## src/rtl/bas_pkg.sv

```systemverilog
package bas_pkg;
  // Two low address bits follow the burst beat counter (four beats).
  localparam int BEAT_W = 2;

  // Low address bits for a given start value, beats taken, and order.
  function automatic logic [BEAT_W-1:0] beat_lo(
    input logic [BEAT_W-1:0] start,
    input logic [BEAT_W-1:0] cnt,
    input logic              ilv
  );
    logic [BEAT_W-1:0] res;
    if (ilv) res = start ^ cnt;
    else     res = start + cnt;
    return res;
  endfunction
endpackage

```

## src/rtl/bas_strobe_qual.sv

```systemverilog
module bas_strobe_qual (
  input  logic cpu_stb_n,
  input  logic ctl_stb_n,
  input  logic cs_main_n,
  input  logic cs_hi,
  input  logic cs_lo_n,
  output logic load,
  output logic drop
);
  logic cpu_ok;
  logic chip_sel;

  assign cpu_ok   = !cpu_stb_n && !cs_main_n;
  assign chip_sel = !cs_main_n && cs_hi && !cs_lo_n;

  always_comb begin
    load = 1'b0;
    drop = 1'b0;
    if (cpu_ok) begin
      // Processor strobe wins; a partial select ends the burst.
      if (chip_sel) load = 1'b1;
      else          drop = 1'b1;
    end else if (!ctl_stb_n && chip_sel) begin
      load = 1'b1;
    end
  end
endmodule

```

## src/rtl/bas_beat_ctr.sv

```systemverilog
module bas_beat_ctr #(
  parameter int W = 2
) (
  input  logic         clk,
  input  logic         rst_n,
  input  logic         clear,
  input  logic         step,
  output logic [W-1:0] cnt
);
  always_ff @(posedge clk) begin
    if (!rst_n)     cnt <= '0;
    else if (clear) cnt <= '0;
    else if (step)  cnt <= cnt + 1'b1;
  end
endmodule

```

## src/rtl/bas_addr_hold.sv

```systemverilog
module bas_addr_hold #(
  parameter int ADDR_W = 16
) (
  input  logic              clk,
  input  logic              rst_n,
  input  logic              load,
  input  logic              drop,
  input  logic [ADDR_W-1:0] addr_in,
  input  logic              mode_in,
  output logic [ADDR_W-1:0] base_q,
  output logic              mode_q,
  output logic              active_q
);
  always_ff @(posedge clk) begin
    if (!rst_n) begin
      base_q   <= '0;
      mode_q   <= 1'b0;
      active_q <= 1'b0;
    end else if (load) begin
      base_q   <= addr_in;
      mode_q   <= mode_in;
      active_q <= 1'b1;
    end else if (drop) begin
      active_q <= 1'b0;
    end
  end
endmodule

```

## src/rtl/burst_addr_seq.sv

```systemverilog
module burst_addr_seq #(
  parameter int ADDR_W = 16
) (
  input  logic              clk,
  input  logic              rst_n,
  input  logic [ADDR_W-1:0] addr_in,
  input  logic              cs_main_n,
  input  logic              cs_hi,
  input  logic              cs_lo_n,
  input  logic              cpu_stb_n,
  input  logic              ctl_stb_n,
  input  logic              adv_n,
  input  logic              interleave,
  output logic [ADDR_W-1:0] addr_out,
  output logic              burst_active
);
  import bas_pkg::*;

  localparam int LO_W = BEAT_W;
  localparam int HI_W = ADDR_W - LO_W;

  // Named internal events, visible to the bound checker.
  logic              load_evt;
  logic              drop_evt;
  logic              adv_evt;
  logic [ADDR_W-1:0] base_q;
  logic              mode_q;
  logic              active_q;
  logic [LO_W-1:0]   beat_q;
  logic [LO_W-1:0]   lo_now;

  bas_strobe_qual u_qual (
    .cpu_stb_n (cpu_stb_n),
    .ctl_stb_n (ctl_stb_n),
    .cs_main_n (cs_main_n),
    .cs_hi     (cs_hi),
    .cs_lo_n   (cs_lo_n),
    .load      (load_evt),
    .drop      (drop_evt)
  );

  // Advance only inside a burst, and never on a strobe cycle.
  assign adv_evt = active_q && !adv_n && !load_evt && !drop_evt;

  bas_beat_ctr #(.W(LO_W)) u_ctr (
    .clk   (clk),
    .rst_n (rst_n),
    .clear (load_evt),
    .step  (adv_evt),
    .cnt   (beat_q)
  );

  bas_addr_hold #(.ADDR_W(ADDR_W)) u_hold (
    .clk      (clk),
    .rst_n    (rst_n),
    .load     (load_evt),
    .drop     (drop_evt),
    .addr_in  (addr_in),
    .mode_in  (interleave),
    .base_q   (base_q),
    .mode_q   (mode_q),
    .active_q (active_q)
  );

  assign lo_now = beat_lo(base_q[LO_W-1:0], beat_q, mode_q);

  generate
    if (HI_W > 0) begin : g_with_hi
      assign addr_out = {base_q[ADDR_W-1:LO_W], lo_now};
    end else begin : g_lo_only
      assign addr_out = lo_now;
    end
  endgenerate

  assign burst_active = active_q;
endmodule

```

## config.mk

```make
export PLATFORM = sky130hd
export DESIGN_NAME = burst_addr_seq
export DESIGN_NICKNAME = d
export VERILOG_FILES = /design/src/rtl/bas_pkg.sv /design/src/rtl/bas_strobe_qual.sv /design/src/rtl/bas_beat_ctr.sv /design/src/rtl/bas_addr_hold.sv /design/src/rtl/burst_addr_seq.sv
export SDC_FILE = /design/constraint.sdc
export NUM_CORES = 1
export LEC_CHECK = 0
export BUFFER_PORTS_ARGS = -buffer_cell sky130_fd_sc_hd__buf_2
export CORE_MARGIN = 3
export CORE_UTILIZATION = 42
export CTS_CLUSTER_SIZE = 40
export DETAILED_ROUTE_END_ITERATION = 10
export PLACE_DENSITY = 0.83
export SYNTH_ARGS = -nofsm -noshare
export SYNTH_HDL_FRONTEND = slang
export SYNTH_SLANG_ARGS = --single-unit
```

## constraint.sdc

```tcl
create_clock -name clk -period 1 [get_ports clk]
set_input_delay 0.05 -clock clk [delete_from_list [all_inputs] [get_ports clk]]
set_output_delay 0.05 -clock clk [all_outputs]
set_load 0.05 [all_outputs]
```

======== Word level (Yosys, flattened, before mapping) ========
Cells that the tools add are included.
cells by class
  $add $sub $neg .......................... 2
  mux-type cells .......................... 8
  bitwise logic cells ..................... 2
  reductions and logical operators ........ 16
operators with widths
  kind                                                            count
  1-bit logical AND                                               7
  1-bit zero test                                                 7
  1-bit two-way mux                                               7
  2-bit by 1-bit adder with 2-bit output (second input constant)  1
  2-bit adder                                                     1
  2-bit two-way mux                                               1
  2-bit nonzero test                                              1
  2-bit OR reduction                                              1
  2-bit XOR                                                       1
  1-bit NOT                                                       1
word-level totals
  register bits ........................... 20
  bits of input ports ..................... 25

======== Logic depth before layout (Yosys ltp) ========
Gate-level depths: netlist of run 1.
  depth after elaboration ................. 9
  depth in mapped cells ................... 4
  mapped depth without buffers ............ 3

======== Modules after synthesis ========
Synthesis of run 1 repeated with hierarchy kept, for this count alone.
second synthesis, totals
  cells, all modules ...................... 74
  area, all modules ....................... 847.1 µm²
modules (own cells, without submodules)
  module           area an instance (µm²)  instances  cells each
  bas_addr_hold    685.7                   1          57
  bas_beat_ctr     85.1                    1          8
  burst_addr_seq   45.0                    1          5
  bas_strobe_qual  31.3                    1          4

======== Least setup slack after synthesis of run 1 ========
OpenSTA, ideal clock, no wires.
  kind .................................... reg2out
  start point ............................. reg u_ctr.cnt[0]
  end point ............................... out addr_out[1]
  cell stages (with the launch flop) ...... 4
  data arrival time ....................... 1415 ps
  setup slack ............................. -465 ps
  data required time ...................... 950 ps
  path buffers ............................ 0
  cells stage by stage .................... dfxtp_1 -> ha_1 -> nor2b_1 -> xnor2_1
between the ends
  cells in the longest elaborated chain, start to end .. 2
ends and longest elaborated chain
  item                    line                  RTL
  start, declared         bas_beat_ctr.sv:8     output logic [W-1:0] cnt
  start signal, assigned  bas_beat_ctr.sv:13    else if (step) cnt <= cnt + 1'b1;
  2-bit adder             bas_pkg.sv:13         else res = start + cnt;
  2-bit two-way mux       bas_pkg.sv:12         if (ilv) res = start ^ cnt;
  end, declared           burst_addr_seq.sv:14  output logic [ADDR_W-1:0] addr_out,
No other way between the ends.

======== Worst setup path in the final report of run 1 ========
  start point ............................. reg u_hold.base_q[0]
  end point ............................... out addr_out[1]
between the ends
  cells in the longest elaborated chain, start to end .. 2
ends and longest elaborated chain
  item                    line                 RTL
  start, declared         bas_addr_hold.sv:10  output logic [ADDR_W-1:0] base_q,
  start signal, assigned  bas_addr_hold.sv:20  base_q <= addr_in;
  2-bit adder             bas_pkg.sv:13
  2-bit two-way mux       bas_pkg.sv:12
No other way between the ends.

==> summary.txt, run 1 <==
Clock Sinks -> 20
Filler Cell Count -> 189
Final #Nets -> 188
# port buffers -> 41
Die H -> 54.88 um
critical path peak fanout -> 2
Post-Syn Area -> 0.001003 mm2
TritonCTS clock tree -> built
Iter 0 DRT Violations -> 16
simple-gate area share of the yosys netlist -> 16.58%
H-tree depth -> 1
Post-synth top cells -> dfxtp_1, o21ai_0, nand3_1
Post-synth EDFFs -> 0
Switch Pwr -> 468.4 uW
Ys Warns -> 0
die span in x -> 54.88 um
multiplexer share of the synthesized area -> 0.9975%
Static Leak -> 0.5996 nW
Congestion Overflow GR -> 0
Period minus WS final -> 1.329 ns
gp weighted congestion -> 0.6500
largest net degree at the start of global routing -> 22
final count of negative-setup-slack endpoints -> 4
RR Startpoint -> u_ctr.cnt[0]$_SDFFE_PP0P_
Layout area overhead -> 48.88%
Synth Net Count -> 140
WL/cell -> 14.03 um
Max IR drop VDD -> 0.001074 V
Critical Path End Type -> output port
TNS Setup -> -0.7841 ns
failing checks -> hold timing, setup timing
Int Power -> 1.273 mW
clock root cell -> clkbuf_4
WL final -> 2652 um
Worst Setup Start Kind -> register
arrival time worst endpoint -> 1.28 ns
Synth Area in Compound Gates -> 25.56%
R2R Setup Slk -> -0.25 ns
CTS buffer count -> 3
Reg-to-Reg End -> u_ctr.cnt[0]$_SDFFE_PP0P_
Max-cap violations -> 0
hold slack -> -0.003595 ns
fin crit share -> 132.9%
clock skew -> 0.008489 ns
CTS clock-pin slew for the worst setup and hold paths -> 0.13 ns
worst slew pin tran -> 0.6522 ns
Synth Area per Inst -> 8.802 um2
Setup crit start -> u_hold.base_q[0]$_SDFFE_PN0P_
min-delay worst type -> in -> reg
fmax -> 752.4 MHz
num ports -> 42
initial core utilization -> 44.93%
Cells after Synth -> 114
Post-Synth Adder-Cell Area -> 1.247%
die footprint -> 0.003012 mm2
diode count -> 0
RSZ-0062 raised after global routing -> true
cell taking the most area after synthesis -> dfxtp_1
core area -> 0.002233 mm2
post-synthesis cell type count -> 22
sequential fraction of design power -> 47.7%
WS Path Type -> reg -> out
flops & latches, synth -> 20
ys flop type -> dfxtp_1
status -> finished with violations
Final ANT Viol Nets -> 0
Vias -> 1,001
Seq/Total Area, Yosys -> 39.90%
GR Util All Layers -> 17.87%
DRT Pass-1 Iters -> 4
Core Rows -> 17
deepest clock path buffer count -> 2
Synth Area in XOR/XNOR -> 1.746%
CP endpoint -> addr_out[1]
first-pass GRT wire length -> 3891 um
DRC viols -> 0
worst-skew pair later-pin latency -> 0.31 ns
Worst EP required -> 0.95 ns
PD cells -> 1166 mW/mm2
antenna violations before repair -> 0
clock network power share -> 32.9%
Post-DP HPWL -> 1670 um
ys async rst share -> 0%
combinational family with the most area after synthesis -> compound AO/OA/AOI/OAI gates
R2R depth -> 4
layout cells sized above 1 -> 43.48%
Setup WS post-layout -> -0.3291 ns
Combinational Power Share -> 19.4%
total chip power -> 1.742 mW
Worst slew margin -> 56.52%
Synth area leaders -> dfxtp_1, a21boi_0, buf_4
Hold Vio Cnt, Final -> 1
post-synth top area share -> 39.90%
pre-CTS WS -> -0.2358 ns
Final Slew Violations -> 0
switch share -> 26.90%
vias in the first global route -> 978
Via density -> 5.296
layout make-up:
type / instances / area (um2) / share of cell area, %
Tap cell: 28 / 35.03 / 2.345
Timing Repair Buffer: 65 / 462.9 / 30.99
Clock buffer: 4 / 47.55 / 3.183
Multi-Input combinational cell: 72 / 539.3 / 36.10
Sequential cell: 20 / 409.1 / 27.39
cell families (layout without fill, tap and decap cells):
group / count (synthesis) / count (layout)
xor+xnor: 2 / 2
flops: 20 / 20
simple gates: 27 / 27
buf+inv: 22 / 69
fa+ha+maj: 1 / 1
mux: 1 / 1
compound gates: 41 / 41
power groups by stage:
stage	combinational [mW]	clock (mW)	sequential, mW
4_1_cts	0.321	0.580	0.829
2_1_floorplan	0.182	0	0.849
3_5_place_dp	0.273	0	0.845
5_1_grt	0.363	0.618	0.834
3_3_place_gp	0.264	0	0.844
6_report	0.339	0.573	0.830
state kept, by name (all words and copies together), names as in the netlist:
name and count:
u_hold.base_q 16, u_ctr.cnt 2, u_hold.active_q 1, u_hold.mode_q 1
worst min-delay path by stage:
stage	end	startpoint	slack, ns	cells past startpoint
2_1_floorplan	u_hold.base_q[11]$_SDFFE_PN0P_	addr_in[11]	0.20	2
3_3_place_gp	u_hold.base_q[2]$_SDFFE_PN0P_	addr_in[2]	0.31	3
3_5_place_dp	u_hold.base_q[2]$_SDFFE_PN0P_	addr_in[2]	0.32	3
4_1_cts	u_hold.base_q[14]$_SDFFE_PN0P_	addr_in[14]	0.001	3
5_1_grt	u_hold.base_q[14]$_SDFFE_PN0P_	addr_in[14]	-0.002	3
6_report	u_hold.base_q[15]$_SDFFE_PN0P_	addr_in[15]	-0.004	3
per-layer routing:
| metal | global-route usage [%] | vias up | share of wire (%) |
|---|---|---|---|
| li1 | - | 487 | - |
| met1 | 17.88 | 470 | 40 |
| met2 | 35.24 | 38 | 53 |
| met3 | 2.997 | 6 | 6.2 |
| met4 | 7.469 | 0 | 1.5 |
| met5 | 0 | - | 0 |
per-stage QoR:
step | area, um2 | util (%) | hold WS (ns) | cells
after detailed placement | 1201 | 53.78 | 0.3168 | 171
after global routing | 1494 | 66.89 | -0.002096 | 189
after CTS | 1424 | 63.75 | 0.001073 | 188
after global placement | 1201 | 53.78 | 0.3079 | 171
final | 1494 | 66.89 | -0.003595 | 189
after floorplan | 1026 | - | 0.1966 | 114
critical path, cell delays in order (launching register included):
cell	delay, ns
dfxtp_2	0.37
ha_4	0.12
nor2b_4	0.18
xnor2_4	0.13
buf_6	0.17
what timing repair did:
item | 4_1_cts | 5_1_grt
endpoints found under the setup margin | 4 | 13
endpoints found under the hold margin | 13 | 0
pin swaps | 3 | 3
gates resized for setup | 11 | 18
buffers inserted | 0 | 1
hold buffers | 13 | 0
cell usage in the layout (no fill, tap or decap), drive strengths merged:
cell,instances
buf,42
o21ai,21
dfxtp,20
nand3,17
a21boi,17
clkbuf,14
dlygate4sd3,13
and2,2
xnor2,2
nor2b,2
nor4b,2
nand2,1
nor3b,1
or3b,1
o31ai,1
or4,1
a21oi,1
o211ai,1
mux2i,1
ha,1
Note: power is estimated with default switching activity, not from simulation.
==> inputs of run 2 (changes only) <==
- ABC_AREA: default -> 1
==> run 2 against run 1 <==
Net effect: the flow finishes with violations (setup timing); cell area is 16% lower; synthesized cell count is 3.5% higher; global-route usage is 5.3 points lower; setup slack better by 0.10 ns; sequential share of layout area is 5.2 points higher; combinational power is 6% higher; critical endpoint unchanged; highest routed layer is now met3.
==> summary.txt, run 2 <==
status -> finished with violations
failing checks -> setup timing
TritonCTS clock tree -> built
hold slack -> 0.01109 ns
GR Util All Layers -> 12.59%
CP endpoint -> addr_out[1]
cell chain of the critical path -> ha_4 > nand2_2 > xnor2_2 > inv_2 > buf_8
deepest clock path buffer count -> 2
layout cells sized above 1 -> 50.68%
R2R Setup Slk -> 0.08 ns
fin crit share -> 122.5%
RSZ-0062 raised after global routing -> true
WL final -> 1763 um
PD cells -> 1395 mW/mm2
antenna violations before repair -> 0
CTS buffer count -> 3
DRC viols -> 0
clock root cell -> clkbuf_4
Setup WS post-layout -> -0.2247 ns
Post-Syn Area -> 0.001002 mm2
CTS clock-pin slew for the worst setup and hold paths -> 0.11 ns
final count of negative-setup-slack endpoints -> 2
cell taking the most area after synthesis -> dfxtp_1
Core Rows -> 17
Die H -> 54.85 um
die footprint -> 0.003009 mm2
Layout area overhead -> 25.47%
num ports -> 42
Combinational Power Share -> 20.4%
Final #Nets -> 175
Vias -> 792
Int Power -> 1.261 mW
Critical Path End Type -> output port
Hold Vio Cnt, Final -> 0
worst slew pin tran -> 0.3712 ns
fin util -> 56.30%
Setup crit start -> u_ctr.cnt[0]$_SDFFE_PP0P_
die span in x -> 54.85 um
Period minus WS final -> 1.225 ns
post-synthesis cell type count -> 20
Iter 0 DRT Violations -> 6
ys flop type -> dfxtp_1
Via density -> 4.500
total chip power -> 1.754 mW
max FFs per register -> 16
finished layout cell area -> 0.001257 mm2
sequential fraction of design power -> 48.3%
first-pass GRT wire length -> 2794 um
Worst slew margin -> 75.25%
core area -> 0.002233 mm2
DRT Pass-1 Iters -> 4
Max-cap violations -> 0
Congestion Overflow GR -> 0
Ys Warns -> 0
TNS Setup -> -0.3258 ns
Final ANT Viol Nets -> 0
clock skew -> 0.002414 ns
Post-synth top cells -> inv_1, dfxtp_1, buf_4
Post-synth EDFFs -> 0
WS Path Type -> reg -> out
Biggest register -> u_hold.base_q
Synth Net Count -> 144
Cells after Synth -> 118
diode count -> 0
Static Leak -> 0.5576 nW
vias in the first global route -> 744
H-tree depth -> 1
Worst path max stage delay -> 0.37 ns
Top Registers -> u_hold.base_q x16, u_ctr.cnt x2
Slowest-stage cell, CP -> dfxtp_2
switch share -> 28.12%
Switch Pwr -> 493.3 uW
flops & latches, synth -> 20
worst-skew pair later-pin latency -> 0.29 ns
largest net degree at the start of global routing -> 26
gp weighted congestion -> 0.7435
fmax -> 816.5 MHz
placed cell areas -> 0.001130 mm2
arrival time worst endpoint -> 1.17 ns
Synth Area per Inst -> 8.493 um2
Filler Cell Count -> 200
# port buffers -> 41
Final Slew Violations -> 0
commonest non-fill, non-tap cell in the layout -> buf_2
Reg-to-Reg End -> u_ctr.cnt[1]$_SDFFE_PP0P_
Seq/Total Area, Yosys -> 39.95%
initial core utilization -> 44.87%
ys async rst share -> 0%
post-CTS setup repair buffer count -> 0
Worst EP required -> 0.95 ns
post-synth top area share -> 39.95%
Max IR drop VDD -> 0.0007447 V
RR Startpoint -> u_ctr.cnt[0]$_SDFFE_PP0P_
Post-DP HPWL -> 1399 um
Clock Sinks -> 20
R2R depth -> 4
Worst Setup Start Kind -> register
most frequent cell after synthesis -> inv_1
clock network power share -> 31.3%
Synth area leaders -> dfxtp_1, buf_4, inv_1
min-delay worst type -> in -> reg
most frequent cells in the layout -> buf_2, inv_1, dfxtp_1
critical path peak fanout -> 2
WL/cell -> 10.02 um
[run 2: kinds of logic after synthesis]
group / share of synthesized area, %
buffers and inverters: 23.72
AO/OA/AOI/OAI: 23.59
flip-flops: 39.95
AND/OR/NAND/NOR: 8.864
XOR/XNOR: 2.622
adder cells (fa/ha/maj): 1.248
[run 2: timing repair]
action | 4_1_cts | 5_1_grt
endpoints found under the setup margin | 2 | 6
pin swaps | 3 | 3
hold buffers | 1 | 0
cloned | 0 | 0
resized for setup | 13 | 6
endpoints found under the hold margin | 1 | 0
[run 2: worst min-delay path by stage]
stage	cells after the start	slack [ns]	to	startpoint
4_1_cts	3	0.005	u_hold.base_q[1]$_SDFFE_PN0P_	addr_in[1]
2_1_floorplan	2	0.21	u_hold.base_q[13]$_SDFFE_PN0P_	addr_in[13]
3_5_place_dp	3	0.31	u_hold.base_q[13]$_SDFFE_PN0P_	addr_in[13]
3_3_place_gp	3	0.31	u_hold.base_q[13]$_SDFFE_PN0P_	addr_in[13]
5_1_grt	3	0.02	u_hold.base_q[7]$_SDFFE_PN0P_	addr_in[7]
6_report	3	0.01	u_hold.base_q[1]$_SDFFE_PN0P_	addr_in[1]
[run 2: routing by layer]
metal | vias up | wire, um | part of all wire [%] | GRT usage, %
met5 | - | 0 | 0 | 0
met4 | 0 | 0 | 0 | 3.734
met3 | 0 | 169 | 9.6 | 2.452
met2 | 31 | 822 | 47 | 24.80
met1 | 345 | 771 | 44 | 13.01
li1 | 416 | - | - | -
[run 2: cell type report]
type | instances | area (um2) | area share [%]
flip-flops and latches | 20 | 409.1 | 32.54
multi-input cells | 56 | 404.1 | 32.14
repair buffers | 45 | 275.3 | 21.89
inverters | 23 | 86.33 | 6.866
clock buffers | 4 | 47.55 | 3.781
well taps | 28 | 35.03 | 2.786
[run 2: power by group through the flow]
stage	sequential (mW)	clock (mW)	combinational, mW
CTS	0.848	0.569	0.354
floorplan	0.868	0	0.268
global placement	0.862	0	0.328
global route	0.852	0.588	0.388
detailed placement	0.864	0	0.335
finish	0.848	0.549	0.358
[run 2: critical path: cells and delay by family (launching register included)]
| family | cells | cell delay, ns |
|---|---|---|
| and+or+nand+nor | 1 | 0.05 |
| adders and majority gates | 1 | 0.13 |
| buffers and inverters | 2 | 0.19 |
| xor gates and xnor gates | 1 | 0.13 |
| DFF | 1 | 0.37 |
[run 2: through the flow]
step                      instances  worst slack, ns
after global routing            176          -0.2791
after global placement          171          0.03071
after CTS                       176          -0.2537
final                           176          -0.2247
after detailed placement        171         0.005794
after floorplan                 118         0.003222
